### config.mk
export PLATFORM = sky130hd
export DESIGN_NAME = fsup_ctrl
export DESIGN_NICKNAME = d
export VERILOG_FILES = /design/src/rtl/fsup_pkg.sv /design/src/rtl/fsup_sync.sv /design/src/rtl/fsup_debounce.sv /design/src/rtl/fsup_delay.sv /design/src/rtl/fsup_outmap.sv /design/src/rtl/fsup_ctrl.sv
export SDC_FILE = /design/constraint.sdc
export NUM_CORES = 1
export LEC_CHECK = 0
export BUFFER_PORTS_ARGS = -buffer_cell sky130_fd_sc_hd__buf_2
export CAP_MARGIN = 5
export CORE_MARGIN = 2
export CORE_UTILIZATION = 56
export CTS_BUF_LIST = sky130_fd_sc_hd__clkbuf_4 sky130_fd_sc_hd__clkbuf_8
export DETAILED_ROUTE_END_ITERATION = 6
export GPL_ROUTABILITY_DRIVEN = 0
export PLACE_DENSITY_LB_ADDON = 0.1
export SLEW_MARGIN = 30
export SYNTH_ARGS = -nofsm -noshare
export SYNTH_HDL_FRONTEND = slang
export SYNTH_SLANG_ARGS = --single-unit
### constraint.sdc
create_clock -name clk -period 2.06 [get_ports clk]
set_input_delay 0.309 -clock clk [delete_from_list [all_inputs] [get_ports clk]]
set_output_delay 0.309 -clock clk [all_outputs]
set_load 0.03 [all_outputs]
### src/rtl/fsup_pkg.sv
package fsup_pkg;

  // Registered pin bundle; every field is its own flop.
  typedef struct packed {
    logic rst_hi;
    logic rst_lo;
    logic en_hi;
    logic en_lo;
    logic relay;
    logic fet;
    logic wd_clr;
  } drv_t;

  // Safe state: reset asserted, all drivers off, watchdog held.
  localparam drv_t DRV_SAFE = '{rst_hi: 1'b1, rst_lo: 1'b0, en_hi: 1'b0,
                                en_lo: 1'b1, relay: 1'b0, fet: 1'b0,
                                wd_clr: 1'b1};

  // Watchdog row: reset released, enables and drivers off.
  localparam drv_t DRV_WDBAD = '{rst_hi: 1'b0, rst_lo: 1'b1, en_hi: 1'b0,
                                 en_lo: 1'b1, relay: 1'b0, fet: 1'b0,
                                 wd_clr: 1'b0};

  // Number of voltage-fault flags handled.
  localparam int unsigned N_FLT = 4;

endpackage

### src/rtl/fsup_sync.sv
module fsup_sync #(
  parameter int unsigned WIDTH  = 7,
  parameter int unsigned STAGES = 2
) (
  input  logic             clk,
  input  logic             rst_n,
  input  logic [WIDTH-1:0] d_i,
  output logic [WIDTH-1:0] q_o
);

  for (genvar b = 0; b < WIDTH; b++) begin : g_bit
    logic [STAGES-1:0] sh_q;
    always_ff @(posedge clk or negedge rst_n) begin
      if (!rst_n) sh_q <= '0;
      else        sh_q <= {sh_q[STAGES-2:0], d_i[b]};
    end
    assign q_o[b] = sh_q[STAGES-1];
  end

endmodule

### src/rtl/fsup_debounce.sv
module fsup_debounce #(
  parameter int unsigned DEB_CYC = 4
) (
  input  logic clk,
  input  logic rst_n,
  input  logic flt_i,
  output logic flt_o
);

  localparam int unsigned CW = $clog2(DEB_CYC + 1);
  localparam logic [CW-1:0] TOP = CW'(DEB_CYC);

  logic [CW-1:0] cnt_q;

  // Count consecutive fault samples, saturating at the threshold.
  always_ff @(posedge clk or negedge rst_n) begin
    if (!rst_n)            cnt_q <= '0;
    else if (!flt_i)       cnt_q <= '0;
    else if (cnt_q != TOP) cnt_q <= cnt_q + 1'b1;
  end

  assign flt_o = (cnt_q == TOP);

  // qualification only after the input was high on the previous edge
  a_r1_rise_needs_fault: assert property (@(posedge clk) disable iff (!rst_n)
    $rose(flt_o) |-> $past(flt_i));

  // a single low sample drops qualification
  a_r1_low_clears: assert property (@(posedge clk) disable iff (!rst_n)
    !flt_i |=> !flt_o);

endmodule

### src/rtl/fsup_delay.sv
module fsup_delay #(
  parameter int unsigned DELAY_CYC = 16
) (
  input  logic clk,
  input  logic rst_n,
  input  logic hold_i,
  output logic act_o
);

  localparam int unsigned CW = $clog2(DELAY_CYC + 1);
  localparam logic [CW-1:0] FULL = CW'(DELAY_CYC);

  logic [CW-1:0] cnt_q;

  // Any hold reloads the full delay; otherwise count down to zero.
  always_ff @(posedge clk or negedge rst_n) begin
    if (!rst_n)             cnt_q <= FULL;
    else if (hold_i)        cnt_q <= FULL;
    else if (cnt_q != '0)   cnt_q <= cnt_q - 1'b1;
  end

  assign act_o = hold_i | (cnt_q != '0);

  // every hold restarts a full delay
  a_r3_reload_full: assert property (@(posedge clk) disable iff (!rst_n)
    hold_i |=> (cnt_q == FULL));

  // free-running delay drops by one per clock
  a_r2_count_down: assert property (@(posedge clk) disable iff (!rst_n)
    (!hold_i && cnt_q != '0) |=> (cnt_q == $past(cnt_q) - 1'b1));

endmodule

### src/rtl/fsup_outmap.sv
module fsup_outmap
  import fsup_pkg::*;
(
  input  logic clk,
  input  logic rst_n,
  input  logic act_i,
  input  logic wd_ok_i,
  input  logic relay_req_i,
  input  logic fet_req_i,
  output drv_t drv_o
);

  drv_t nxt;

  // Fixed priority: reset row, then watchdog row, then normal operation.
  always_comb begin
    if (act_i) begin
      nxt = DRV_SAFE;
    end else if (!wd_ok_i) begin
      nxt = DRV_WDBAD;
    end else begin
      nxt        = DRV_WDBAD;
      nxt.en_hi  = 1'b1;
      nxt.en_lo  = 1'b0;
      nxt.relay  = relay_req_i;
      nxt.fet    = fet_req_i;
    end
  end

  always_ff @(posedge clk or negedge rst_n) begin
    if (!rst_n) drv_o <= DRV_SAFE;
    else        drv_o <= nxt;
  end

  // reset row forces the safe pattern
  a_r5_reset_row: assert property (@(posedge clk) disable iff (!rst_n)
    act_i |=> (drv_o.rst_hi && !drv_o.rst_lo && !drv_o.en_hi && drv_o.en_lo
               && !drv_o.relay && !drv_o.fet && drv_o.wd_clr));

  // watchdog row keeps enables and drivers off, reset released
  a_r6_wd_row: assert property (@(posedge clk) disable iff (!rst_n)
    (!act_i && !wd_ok_i) |=> (!drv_o.rst_hi && !drv_o.en_hi
                              && !drv_o.relay && !drv_o.fet));

  // a driver is never on without its request
  a_r7_relay_gated: assert property (@(posedge clk) disable iff (!rst_n)
    drv_o.relay |-> $past(relay_req_i));

  // complementary pairs
  a_r10_rst_pair: assert property (@(posedge clk) disable iff (!rst_n)
    drv_o.rst_hi != drv_o.rst_lo);
  a_r10_en_pair: assert property (@(posedge clk) disable iff (!rst_n)
    drv_o.en_hi != drv_o.en_lo);

  // watchdog clear tracks reset
  a_r8_clear_tracks: assert property (@(posedge clk) disable iff (!rst_n)
    drv_o.wd_clr == drv_o.rst_hi);

endmodule

### src/rtl/fsup_ctrl.sv
module fsup_ctrl
  import fsup_pkg::*;
#(
  parameter int unsigned SYNC_STAGES = 2,
  parameter int unsigned DEB_CYC     = 4,
  parameter int unsigned DELAY_CYC   = 16
) (
  input  logic clk,
  input  logic rst_n,
  input  logic por_i,
  input  logic rail_a_ov_i,
  input  logic rail_a_uv_i,
  input  logic rail_b_ov_i,
  input  logic rail_b_uv_i,
  input  logic wd_ok_i,
  input  logic relay_req_i,
  input  logic fet_req_i,
  output logic rst_hi_o,
  output logic rst_lo_o,
  output logic en_hi_o,
  output logic en_lo_o,
  output logic relay_on_o,
  output logic fet_on_o,
  output logic wd_clr_o
);

  // Synchronised bundle: [3:0] fault flags, [4] power-on, [5] relay, [6] fet
  localparam int unsigned NSYNC = N_FLT + 3;

  logic [NSYNC-1:0] raw, syn;
  logic             any_flt, flt_q, hold, act;
  drv_t             drv;

  assign raw = {fet_req_i, relay_req_i, por_i,
                rail_b_uv_i, rail_b_ov_i, rail_a_uv_i, rail_a_ov_i};

  fsup_sync #(.WIDTH(NSYNC), .STAGES(SYNC_STAGES)) u_sync (
    .clk (clk), .rst_n (rst_n), .d_i (raw), .q_o (syn)
  );

  assign any_flt = |syn[N_FLT-1:0];

  fsup_debounce #(.DEB_CYC(DEB_CYC)) u_deb (
    .clk (clk), .rst_n (rst_n), .flt_i (any_flt), .flt_o (flt_q)
  );

  // Power-on bypasses debounce; both hold the delay at its full value.
  assign hold = flt_q | syn[N_FLT];

  fsup_delay #(.DELAY_CYC(DELAY_CYC)) u_dly (
    .clk (clk), .rst_n (rst_n), .hold_i (hold), .act_o (act)
  );

  fsup_outmap u_map (
    .clk (clk), .rst_n (rst_n), .act_i (act), .wd_ok_i (wd_ok_i),
    .relay_req_i (syn[N_FLT+1]), .fet_req_i (syn[N_FLT+2]), .drv_o (drv)
  );

  assign rst_hi_o   = drv.rst_hi;
  assign rst_lo_o   = drv.rst_lo;
  assign en_hi_o    = drv.en_hi;
  assign en_lo_o    = drv.en_lo;
  assign relay_on_o = drv.relay;
  assign fet_on_o   = drv.fet;
  assign wd_clr_o   = drv.wd_clr;

  // power-on held through synchroniser forces reset on the next edge
  a_r4_por_forces: assert property (@(posedge clk) disable iff (!rst_n)
    syn[N_FLT] |=> rst_hi_o);

endmodule

# Word level (Yosys, flattened, before mapping)
# Index checks and enable logic that the tools add are counted.
# word_totals
output_inout_bits,7
word_cells,32
in_bits,10
reg_bits,29
# op_classes
n_reduce_logical,3
n_addsub,2
eq_ne,3
n_bitwise,2
n_mux,6
# ops
operator,count
$mux W5,3
$mux W7,1
$mux W3,2
$reduce_bool A5 Y1,1
$sub A5 B1 Y5 const B,1
$reduce_or A4 Y1,1
$add A3 B1 Y3 const B,1
$eq A3 B3 Y1 const B,1
$ne A3 B3 Y1 const B,1
$ne A2 B2 Y1 const B,1
$or A1 B1 Y1,2
$reduce_bool A2 Y1,1

# Logic depth before layout (Yosys ltp)
# logic_depth
word_depth,4
depth_mapped,5
ltp_nobuf,5

# Cells and area by module
# A second synthesis with hierarchy kept.
# unflattened
cells_unflattened,78
hier_area_um2,1041.0
# by_module_without_submodules
mod,cells_each,instances,area_each_um2,seq_area_each_um2
fsup_sync,21,1,402.9,350.3
fsup_delay,26,1,259.0,126.4
fsup_outmap,12,1,193.9,152.6
fsup_debounce,17,1,171.4,75.1
fsup_ctrl,2,1,13.8,0.0

# Least setup slack after synthesis
# OpenSTA, ideal clock, no wires.
# synth_path
path_type,register -> register
startpoint,reg u_dly.cnt_q[0]
endpoint,reg u_map.drv_o[1] (netlist name)
path_stages_with_launch,6
path_buffers,0
t_arrival_ps,1394
setup_ps,66
slack_ps,600
synth_period_minus_slack_ps,1460
t_required_ps,1994
cell_sequence,dfrtp_1 > inv_1 > ha_1 > or4b_4 > nor2_4 > and3_1
# synth_rtl
item,line_no,text
start: declaration,fsup_delay.sv:13,logic [CW-1:0] cnt_q;
start signal: assignment,fsup_delay.sv:19,else if (cnt_q != '0) cnt_q <= cnt_q - 1'b1;
end signal: assignment,fsup_outmap.sv:32,else drv_o <= nxt;
end: declaration,fsup_outmap.sv:10,output drv_t drv_o

==> flow_summary.ini <==
[timing]
setup_viol = 0
min_period_ns = 1.59
drv_slew = 0
max_freq_ghz = 0.629
clock_skew_ns = 0.00247
period_share_pct = 77.2
worst_pin_slew_ns = 0.567
slew-limit-headroom_pct = 62.2
hold_ws_ns = 0.0807
rsz0062_at_grt = false
finalHoldViolCount = 0
tns_ns = 0

[synth]
avgSynthCellArea_um2 = 13.8
synth.most_common_cell = dfrtp_1
synth-seq-area-share_pct = 73.1
synth_edf_count = 0
synth_common_cells = 25 x dfrtp_1, 8 x nor2_1, 5 x inv_1, 5 x nand2_1, 4 x nor3_1
yosys.area.top_type = dfrtp_1
async_flop_share_pct = 100
synthTopCellsByArea = dfrtp_1 65%, dfstp_2 8.2%, ha_1 3.9%
ys_warn_count = 0
synthFlopType = dfrtp_1
synthDistinctLibCells = 21
synth-seq-cells = 28
synth_area_um2 = 963
netlist_instances = 70
synth_top_cell_area_share_pct = 64.9
syn-num-nets = 83

[global_route]
antenna_found_initial = 0
grt_pass1_wl_mm = 2.06
grt_max_degree = 29
grt_use_total_pct = 14.5
grt.overflow.total = 0
grt_pass1_vias = 499

[status]
status = complete, no violations

[detailed_routing]
drc_errors = 0
vias = 535
wl_mm = 1.21
drtIter0Drc = 8
wire_per_inst_um = 11.4
via_per_inst = 5.05
drtPass1Iterations = 4
drtAntennaViolNets = 0

[power_and_ir_drop]
pwr-share-comb_pct = 26.2
internal-power_w = 0.00103
p_clk_share_pct = 23.6
power.density_nw_per_um2 = 1310
power.share.sequential_pct = 50.2
p_leak_nw = 0.553
ir_drop_v = 0.000946
p_sw_share_pct = 29.5
switchingPower_w = 0.000432

[worst_setup_path]
crit_required_ns = 2.33
crit_fanout = 6
crit_arrival_ns = 1.86
start_kind = flip-flop
path_class = reg -> reg
end_kind = flip-flop

[floorplan]
dieArea_um2 = 2070
placementRows = 14
ios = 17
die_h_um = 45.5
dieWidth_um = 45.5
core_um2 = 1560
start_util_pct = 61.8

[clock_network]
htreeDepth = 1
cts_tree = built
cts_sinks = 28
cts_buffers = 3
cts_setup_buffers = 0
clk_pin_slew_ns = 0.14
cts.path.max_buffers = 2
clkLatencyLatePin_ns = 0.32
cts_root_buffer = clkbuf_4

[final_layout]
n_antenna_cell = 0
final_nets = 104
area_delta_synth_final_pct = 16.1
drive_gt1_share_pct = 30.0

[min_path]
hp-class = in -> reg

[job]
drv_cap = 0

[placed_design]
hpwl_um = 882
numPortBuffers = 16
==> critical path: stages (launching register included) <==
cell,delay [ns]
dfrtp_1,0.41
inv_1,0.08
ha_1,0.22
or4b_4,0.52
nor2_4,0.14
and3_1,0.16
==> cell families after synthesis <==
kind of cell	synth area share, %
flip-flops	73.1
AND/OR/NAND/NOR	13.9
buffers and inverters	2.73
AO/OA/AOI/OAI	3.38
adder cells (fa/ha/maj)	3.90
XOR/XNOR	1.82
multiplexers	1.17
==> cell type report <==
type | count | area, um^2
inverter | 5 | 18.8
fill | 108 | 440
sequential | 28 | 704
clock inverter | 1 | 30.0
clock buffer | 3 | 22.5
tap | 16 | 20.0
timing repair buffer | 17 | 90.1
multi-input combinational | 36 | 233
==> sequential cells by signal (all words and copies together), names as in the netlist <==
register	flops
u_deb.cnt_q	3
u_dly.cnt_q	5
u_map.drv_o	6
u_sync.g_bit.sh_q	14
==> cells in the final DEF, fill, tap and decap left out, types with 2 or more instances in the layout <==
cell,synthesis,layout
dfrtp_1,25,25
buf_2,0,16
nor2_1,8,8
inv_1,5,5
nand2_1,5,5
nor3_1,4,4
ha_1,3,3
clkbuf_4,0,3
dfstp_2,3,3
a21o_1,2,2
and3_1,2,2
xnor2_1,2,2
==> power groups by stage <==
stage | clock [W] | combinational (W) | sequential [W]
2_1_floorplan | 0 | 0.000287 | 0.000747
3_5_place_dp | 0 | 0.000385 | 0.000746
4_1_cts | 0.000356 | 0.000390 | 0.000735
6_report | 0.000345 | 0.000383 | 0.000734
5_1_grt | 0.000371 | 0.000436 | 0.000752
3_3_place_gp | 0 | 0.000368 | 0.000742
==> metrics by stage <==
| step | util (%) | setup WS [ns] | std cells | power [W] | instance area, um^2 |
|---|---|---|---|---|---|
| 3_3_place_gp | 67.7 | 0.556 | 101 | 0.00111 | 1060 |
| 5_1_grt | 71.7 | 0.391 | 106 | 0.00156 | 1120 |
| 3_5_place_dp | 67.7 | 0.506 | 101 | 0.00113 | 1060 |
| 6_report | 71.7 | 0.470 | 106 | 0.00146 | 1120 |
| 2_1_floorplan | - | 0.600 | 70 | 0.00103 | 963 |
| 4_1_cts | 71.7 | 0.465 | 106 | 0.00148 | 1120 |
==> final timing paths <==
kind / slack, ns / endpoint / depth (start not counted) / from
max: 0.47 / u_map.drv_o[2]$_DFF_PN0_ / 5 / u_dly.cnt_q[0]$_DFFE_PN0P_
min: 0.08 / u_sync.g_bit[1].sh_q[0]$_DFF_PN0_ / 1 / rail_a_uv_i
max reg2reg: 0.47 / u_map.drv_o[2]$_DFF_PN0_ / 5 / u_dly.cnt_q[0]$_DFFE_PN0P_
min reg2reg: 0.37 / u_sync.g_bit[1].sh_q[1]$_DFF_PN0_ / 0 / u_sync.g_bit[1].sh_q[0]$_DFF_PN0_
max in group asynchronous: 1.18 / u_dly.cnt_q[4]$_DFFE_PN1P_ / 2 / rst_n
min in group asynchronous: 0.50 / u_dly.cnt_q[0]$_DFFE_PN0P_ / 2 / rst_n
==> layer usage <==
metal | track usage, % | up-vias | part of all wire, %
met1 | 18.1 | 248 | 48
met4 | 10.6 | 0 | 1.8
met2 | 22.5 | 17 | 45
li1 | - | 266 | -
met3 | 2.38 | 4 | 5.5
met5 | 0 | - | 0
==> what timing repair did <==
action                    4_1_cts  5_1_grt
hold endpoints to repair       25        0
gates resized for setup         0        0
hold buffers                    1        0
Power figures use the tool's default switching activity.
